==> src/rtl/bom_pkg.sv <==
package bom_pkg;
  localparam int CODE_W = 6;
  localparam int ONES_W = 8;
  localparam int MSG_W  = CODE_W + ONES_W + 2;
  localparam int ADDR_W = 3;
  localparam int DATA_W = 8;
  localparam int EVT_N  = 2;

  typedef enum logic [1:0] {
    SRC_HDLC = 2'd0,
    SRC_GEN  = 2'd1,
    SRC_EXT  = 2'd2,
    SRC_IDLE = 2'd3
  } src_e;

  localparam logic [ADDR_W-1:0] A_CTRL   = 3'd0;
  localparam logic [ADDR_W-1:0] A_TXCODE = 3'd1;
  localparam logic [ADDR_W-1:0] A_MATCH  = 3'd2;
  localparam logic [ADDR_W-1:0] A_RXCODE = 3'd3;
  localparam logic [ADDR_W-1:0] A_LATCH  = 3'd4;
  localparam logic [ADDR_W-1:0] A_STAT   = 3'd5;
  localparam logic [ADDR_W-1:0] A_MASK   = 3'd6;

  // Frame as sent: oldest bit at the MSB.
  function automatic logic [MSG_W-1:0] build_msg(input logic [CODE_W-1:0] c);
    return {1'b0, c, 1'b0, {ONES_W{1'b1}}};
  endfunction
endpackage

==> src/rtl/bom_tx_gen.sv <==
module bom_tx_gen
  import bom_pkg::*;
(
  input  logic              clk,
  input  logic              rst_ni,
  input  logic              en_i,
  input  logic              adv_i,
  input  logic [CODE_W-1:0] code_i,
  output logic              bit_o
);
  localparam int CNT_W = $clog2(MSG_W);
  localparam logic [CNT_W-1:0] LAST = CNT_W'(MSG_W - 1);

  logic [CNT_W-1:0] cnt_q, cnt_d;
  logic [MSG_W-1:0] msg_q, msg_d;
  logic [MSG_W-1:0] cur;

  // At the first bit the code register is used directly; afterwards the held copy.
  always_comb begin
    cur   = (cnt_q == '0) ? build_msg(code_i) : msg_q;
    bit_o = cur[MSG_W-1];
    cnt_d = cnt_q;
    msg_d = msg_q;
    if (!en_i) begin
      cnt_d = '0;
    end else if (adv_i) begin
      msg_d = {cur[MSG_W-2:0], 1'b1};
      cnt_d = (cnt_q == LAST) ? '0 : cnt_q + 1'b1;
    end
  end

  always_ff @(posedge clk or negedge rst_ni) begin
    if (!rst_ni) begin
      cnt_q <= '0;
      msg_q <= '1;
    end else begin
      cnt_q <= cnt_d;
      msg_q <= msg_d;
    end
  end

  p_restart_r3: assert property (@(posedge clk) disable iff (!rst_ni)
    !en_i |=> (cnt_q == '0));
  p_wrap_r3: assert property (@(posedge clk) disable iff (!rst_ni)
    (en_i && adv_i && cnt_q == LAST) |=> (cnt_q == '0));
endmodule

==> src/rtl/bom_rx_detect.sv <==
module bom_rx_detect
  import bom_pkg::*;
#(
  parameter int VOTE_WIN = 10,
  parameter int VOTE_MIN = 7
) (
  input  logic              clk,
  input  logic              rst_ni,
  input  logic              bit_i,
  input  logic              vld_i,
  output logic              hit_o,
  output logic [CODE_W-1:0] cand_o,
  output logic              vote_ok_o
);
  localparam int HN = VOTE_WIN - 1;
  localparam int VW = $clog2(VOTE_WIN + 1);

  logic [MSG_W-1:0]  win_q, win_d;
  logic              hit_q, hit_d;
  logic [CODE_W-1:0] cand_q, cand_d;
  logic [CODE_W-1:0] hist_q [HN];
  logic [HN-1:0]     hval_q;
  logic [HN-1:0]     agree;
  logic [VW-1:0]     votes;

  always_comb begin
    win_d  = vld_i ? {win_q[MSG_W-2:0], bit_i} : win_q;
    hit_d  = vld_i && !win_d[MSG_W-1] && !win_d[ONES_W] && (&win_d[ONES_W-1:0]);
    cand_d = win_d[ONES_W+CODE_W:ONES_W+1];
  end

  always_ff @(posedge clk or negedge rst_ni) begin
    if (!rst_ni) begin
      win_q  <= '1;
      hit_q  <= 1'b0;
      cand_q <= '0;
    end else begin
      win_q  <= win_d;
      hit_q  <= hit_d;
      cand_q <= cand_d;
    end
  end

  // History of earlier recognised codes, newest in slot 0.
  for (genvar i = 0; i < HN; i++) begin : g_hist
    assign agree[i] = hval_q[i] && (hist_q[i] == cand_q);
    always_ff @(posedge clk or negedge rst_ni) begin
      if (!rst_ni) begin
        hist_q[i] <= '0;
        hval_q[i] <= 1'b0;
      end else if (hit_q) begin
        if (i == 0) begin
          hist_q[i] <= cand_q;
          hval_q[i] <= 1'b1;
        end else begin
          hist_q[i] <= hist_q[(i == 0) ? 0 : i-1];
          hval_q[i] <= hval_q[(i == 0) ? 0 : i-1];
        end
      end
    end
  end

  assign votes     = VW'($countones(agree)) + VW'(1);
  assign vote_ok_o = (votes >= VW'(VOTE_MIN));
  assign hit_o     = hit_q;
  assign cand_o    = cand_q;

  p_hit_after_bit_r5: assert property (@(posedge clk) disable iff (!rst_ni)
    hit_q |-> $past(vld_i));
endmodule

==> src/rtl/bom_status.sv <==
module bom_status
  import bom_pkg::*;
(
  input  logic             clk,
  input  logic             rst_ni,
  input  logic [EVT_N-1:0] set_i,
  input  logic             clr_latch_i,
  input  logic             clr_stat_i,
  input  logic [EVT_N-1:0] mask_i,
  output logic [EVT_N-1:0] latch_o,
  output logic [EVT_N-1:0] stat_o,
  output logic             irq_o
);
  logic [EVT_N-1:0] latch_q, latch_d, stat_q, stat_d;

  // A new event wins over a clearing read in the same cycle.
  always_comb begin
    latch_d = (latch_q & ~{EVT_N{clr_latch_i}}) | set_i;
    stat_d  = (stat_q  & ~{EVT_N{clr_stat_i}})  | set_i;
  end

  always_ff @(posedge clk or negedge rst_ni) begin
    if (!rst_ni) begin
      latch_q <= '0;
      stat_q  <= '0;
    end else begin
      latch_q <= latch_d;
      stat_q  <= stat_d;
    end
  end

  assign latch_o = latch_q;
  assign stat_o  = stat_q;
  assign irq_o   = |(stat_q & mask_i);

  p_latch_hold_r9: assert property (@(posedge clk) disable iff (!rst_ni)
    (set_i == '0 && !clr_latch_i) |=> $stable(latch_q));
  p_latch_clear_r9: assert property (@(posedge clk) disable iff (!rst_ni)
    (set_i == '0 && clr_latch_i) |=> (latch_q == '0));
endmodule

==> src/rtl/bom_engine.sv <==
module bom_engine
  import bom_pkg::*;
#(
  parameter int VOTE_WIN = 10,
  parameter int VOTE_MIN = 7
) (
  input  logic              clk,
  input  logic              rst_n,
  input  logic              reg_wr,
  input  logic              reg_rd,
  input  logic [ADDR_W-1:0] reg_addr,
  input  logic [DATA_W-1:0] reg_wdata,
  output logic [DATA_W-1:0] reg_rdata,
  input  logic              tx_req,
  input  logic              hdlc_bit,
  input  logic              ext_bit,
  output logic              dl_tx_bit,
  input  logic              dl_rx_bit,
  input  logic              dl_rx_vld,
  output logic              irq
);
  logic [1:0] rst_sync_q;
  logic       rst_ni;

  always_ff @(posedge clk or negedge rst_n) begin
    if (!rst_n) rst_sync_q <= 2'b00;
    else        rst_sync_q <= {rst_sync_q[0], 1'b1};
  end
  assign rst_ni = rst_sync_q[1];

  src_e              src_q, src_d;
  logic              en_q, en_d;
  logic [CODE_W-1:0] txcode_q, txcode_d, match_q, match_d, rxcode_q, rxcode_d;
  logic [EVT_N-1:0]  mask_q, mask_d;
  logic              have_q, have_d;
  logic              gen_bit, hit, vote_ok, accept;
  logic [CODE_W-1:0] cand;
  logic [EVT_N-1:0]  evt, latch, stat;
  logic              unused_wdata;

  assign unused_wdata = ^reg_wdata[DATA_W-1:CODE_W];

  always_comb begin
    src_d    = src_q;
    en_d     = en_q;
    txcode_d = txcode_q;
    match_d  = match_q;
    mask_d   = mask_q;
    if (reg_wr) begin
      case (reg_addr)
        A_CTRL:   begin src_d = src_e'(reg_wdata[1:0]); en_d = reg_wdata[2]; end
        A_TXCODE: txcode_d = reg_wdata[CODE_W-1:0];
        A_MATCH:  match_d  = reg_wdata[CODE_W-1:0];
        A_MASK:   mask_d   = reg_wdata[EVT_N-1:0];
        default:  ;
      endcase
    end
    accept   = hit && vote_ok && (!have_q || cand != rxcode_q);
    rxcode_d = accept ? cand : rxcode_q;
    have_d   = have_q || accept;
    evt      = {accept && (cand == match_q), accept};
  end

  always_ff @(posedge clk or negedge rst_ni) begin
    if (!rst_ni) begin
      src_q    <= SRC_HDLC;
      en_q     <= 1'b0;
      txcode_q <= '0;
      match_q  <= '0;
      mask_q   <= '0;
      rxcode_q <= '0;
      have_q   <= 1'b0;
    end else begin
      src_q    <= src_d;
      en_q     <= en_d;
      txcode_q <= txcode_d;
      match_q  <= match_d;
      mask_q   <= mask_d;
      rxcode_q <= rxcode_d;
      have_q   <= have_d;
    end
  end

  bom_tx_gen u_tx (
    .clk    (clk),
    .rst_ni (rst_ni),
    .en_i   (en_q),
    .adv_i  (tx_req && src_q == SRC_GEN),
    .code_i (txcode_q),
    .bit_o  (gen_bit)
  );

  bom_rx_detect #(.VOTE_WIN(VOTE_WIN), .VOTE_MIN(VOTE_MIN)) u_rx (
    .clk       (clk),
    .rst_ni    (rst_ni),
    .bit_i     (dl_rx_bit),
    .vld_i     (dl_rx_vld),
    .hit_o     (hit),
    .cand_o    (cand),
    .vote_ok_o (vote_ok)
  );

  bom_status u_st (
    .clk         (clk),
    .rst_ni      (rst_ni),
    .set_i       (evt),
    .clr_latch_i (reg_rd && reg_addr == A_LATCH),
    .clr_stat_i  (reg_rd && reg_addr == A_STAT),
    .mask_i      (mask_q),
    .latch_o     (latch),
    .stat_o      (stat),
    .irq_o       (irq)
  );

  always_comb begin
    case (src_q)
      SRC_HDLC: dl_tx_bit = hdlc_bit;
      SRC_GEN:  dl_tx_bit = en_q ? gen_bit : 1'b1;
      SRC_EXT:  dl_tx_bit = ext_bit;
      default:  dl_tx_bit = 1'b1;
    endcase
    case (reg_addr)
      A_CTRL:   reg_rdata = DATA_W'({en_q, src_q});
      A_TXCODE: reg_rdata = DATA_W'(txcode_q);
      A_MATCH:  reg_rdata = DATA_W'(match_q);
      A_RXCODE: reg_rdata = DATA_W'(rxcode_q);
      A_LATCH:  reg_rdata = DATA_W'(latch);
      A_STAT:   reg_rdata = DATA_W'(stat);
      A_MASK:   reg_rdata = DATA_W'(mask_q);
      default:  reg_rdata = '0;
    endcase
  end

  p_rxcode_hold_r6: assert property (@(posedge clk) disable iff (!rst_ni)
    !hit |=> $stable(rxcode_q));
endmodule

==> config.mk <==
export PLATFORM = sky130hd
export DESIGN_NAME = bom_engine
export DESIGN_NICKNAME = d
export VERILOG_FILES = /design/src/rtl/bom_pkg.sv /design/src/rtl/bom_tx_gen.sv /design/src/rtl/bom_rx_detect.sv /design/src/rtl/bom_status.sv /design/src/rtl/bom_engine.sv
export SDC_FILE = /design/constraint.sdc
export NUM_CORES = 1
export LEC_CHECK = 0
export BUFFER_PORTS_ARGS = -buffer_cell sky130_fd_sc_hd__buf_4
export CORE_MARGIN = 3
export CORE_UTILIZATION = 40
export DETAILED_ROUTE_END_ITERATION = 16
export GPL_TIMING_DRIVEN = 1
export SYNTH_ARGS = -nofsm -noshare
export SYNTH_HDL_FRONTEND = slang
export SYNTH_HIERARCHICAL = 1
export SYNTH_SLANG_ARGS = --single-unit
==> constraint.sdc <==
create_clock -name clk -period 4.72 [get_ports clk]
set_input_delay 0.472 -clock clk [delete_from_list [all_inputs] [get_ports clk]]
set_output_delay 0.472 -clock clk [all_outputs]
set_load 0.1 [all_outputs]
==> results.json <==
{
  "cts_setup_buffers": 0,
  "final_cell_mix": "104 x mux2_2, 98 x dfrtp_1, 44 x buf_4, 35 x xor2_1, 31 x xnor2_1",
  "yosys_warnings": 6,
  "status": "complete, no violations",
  "grt_usage": 0.151,
  "diodes": 0,
  "period_share": 0.955,
  "whs_ns": 0.311,
  "synthArstFlopShare": 1.00,
  "postSynthCellCount": 461,
  "grt_overflow": 0,
  "ys_seq_area_frac": 0.523,
  "fillers": 1264,
  "route.detailed.wl_per_inst_um": 16.2,
  "final_common_cell": "mux2_2",
  "drtPass1Iterations": 4,
  "critPathMaxFanout": 3,
  "ys_ff_latch": 126,
  "die-area_sq_mm": 0.0167,
  "crit_type": "reg -> reg",
  "routed-wl-met3_um": 250,
  "p_per_area_mw_per_mm2": 492,
  "die_h_um": 129,
  "grt_max_degree": 82,
  "fin_nets": 533,
  "rows": 44,
  "synth_edf_count": 0,
  "grt_pass1_wl_um": 19600,
  "slowest_delay_ns": 0.50,
  "die_w_um": 129,
  "worstSetupStartpointType": "register",
  "ir_drop_v": 0.000328,
  "ant_nets": 0,
  "gp_routability_congestion": 0.765,
  "io-pin-count": 30,
  "design.core.area_sq_mm": 0.0147,
  "cts_made_buffers": 17,
  "clkTransAtPathRegs_ns": 0.05,
  "port_buffers": 25,
  "synth_ff_type": "dfrtp_1",
  "start_util": 0.414,
  "synth_top_area_cell": "dfrtp_1",
  "setup_viol": 0,
  "drc": 0,
  "avgSynthCellArea_sq_um": 13.2,
  "numClockSinks": 126,
  "cp.required_ns": 5.01,
  "clock_path_buffers": 2,
  "yosys-top-cells-area": "dfrtp_1 43%, mux2_2 19%, dfstp_2 9.5%",
  "multi_input_area_sq_mm": 0.00276,
  "crit_top_cell": "fa_1",
  "crit_buf_inv": 4,
  "routed.top_layer": "met4",
  "wl_met2_um": 5400,
  "wl_met1_um": 5500,
  "p_total_w": 0.00353,
  "max-cap-violations": 0,
  "critPathArrivalTime_ns": 4.80,
  "netlist_area_sq_mm": 0.00608,
  "final_hold_viol_count": 0,
  "crit_chain": "buf_4 -> xnor2_2 -> nand4_1 -> nor4_4 -> fa_1 -> inv_2 -> fa_1 -> fa_1 -> inv_1 -> ha_1 -> fa_2 -> xor2_1 -> a32o_2 -> nand2_2 -> a41o_1 -> buf_4 -> mux2_2",
  "cts_max_level": 4,
  "tightest_slew_ns": 1.03,
  "ff2ff_setup_slack_ns": 0.21,
  "tritoncts": "done",
  "cp_top_family": "adder cells",
  "cpMaxStageDelayCell": "fa_1",
  "yosysTopAreaCellShare": 0.428,
  "via_count": 3541,
  "end_kind": "register",
  "slew_viol_final": 0,
  "grt_pass1_vias": 3827,
  "seqCellArea_sq_mm": 0.00319,
  "cellLeakagePower_nw": 3.36,
  "fmax_mhz": 222,
  "maxSlewHeadroom": 0.316,
  "dp_hpwl_um": 7870,
  "area_growth_pct": 18.1,
  "drt-initial-drc-count": 161,
  "rsz0062_at_grt": "false",
  "antenna_found_initial": 0,
  "synth_cell_types": 50,
  "clk_latency_ns": 0.41,
  "skew_ns": 0.00971,
  "layout-drive-gt1-share": 0.438,
  "via_per_inst": 5.06,
  "hp-class": "in -> reg",
  "finalWirelength_um": 11300,
  "cts-root-buf": "clkbuf_16",
  "period_minus_slack_ns": 4.51
}
report_power, final:
group	total (W)	leakage [nW]	switching, W	internal, W
registers	0.00145	1.63	0.000170	0.00128
clock network	0.00131	0.289	0.000460	0.000854
logic	0.000765	1.44	0.000388	0.000377
state kept, by name, summed over array words and instances (netlist names), 4 cells and up:
signal,count
u_rx/cand_o,6
u_rx/hval_q,9
u_tx/cnt_q,4
rxcode_q,6
u_tx/msg_q,7
u_rx/win_q,15
txcode_q,6
u_rx/hist_q,54
match_q,6
path summary, 6_finish.rpt:
path,startpoint,depth (start not counted),end
max,u_rx/cand_o[0],17,rxcode_q[1]
min,dl_rx_bit,2,u_rx/win_q[0]
max reg2reg,u_rx/cand_o[0],17,rxcode_q[1]
min reg2reg,rst_sync_q[0],0,rst_sync_q[1]
max in group asynchronous,rst_sync_q[1],1,u_rx/cand_o[5]
min in group asynchronous,rst_n,2,rst_sync_q[1]
kinds of logic after synthesis:
group	count (synthesis)	share of synthesized area
AO/OA/AOI/OAI	29	0.0331
XOR/XNOR	68	0.0979
adder cells (fa/ha/maj)	10	0.0267
buffers and inverters	35	0.0342
flip-flops	126	0.523
multiplexers	109	0.205
other	2	0.00124
AND/OR/NAND/NOR	82	0.0788
metrics by stage:
stage          area [sq um]  TNS (ns)   util  setup WS, ns  instances
2_1_floorplan          6080         0      -         0.313        462
3_3_place_gp           6500    -0.174  0.442       -0.0868        667
3_5_place_dp           6500    -0.204  0.442        -0.102        667
4_1_cts                7130         0  0.485        0.0361        700
5_1_grt                7180         0  0.488        0.0310        700
6_report               7180         0  0.488         0.212        700
synth_stat cells, drive strengths merged, types with 4 or more instances:
cell	n
mux2	104
buf	23
fa	5
or4	6
nor2	16
xnor2	33
a31oi	7
dfrtp	104
xor2	35
dfstp	22
ha	5
nand4	11
nand2	18
inv	11
nor2b	5
a22oi	4
nor4	5
a21o	5
area by class of cell:
type                       instances  share of cell area
clock inverter                    11              0.0197
tap                              184              0.0321
inverter                          11             0.00575
multi-input combinational        301               0.384
timing repair buffer              46              0.0502
clock buffer                      21              0.0641
sequential                       126               0.444
timing repair:
item	CTS	global route
hold endpoints to repair	2	0
cloned	0	0
endpoints found under the setup margin	3	9
hold buffers	1	0
gates resized for setup	4	12
pin swaps	1	5
routing by layer:
metal | global-route usage | vias up
li1 | - | 1694
met1 | 0.205 | 1800
met2 | 0.231 | 32
met3 | 0.0371 | 15
met4 | 0.0611 | 0
met5 | 0 | -
Note: power is estimated with default switching activity, not from simulation.
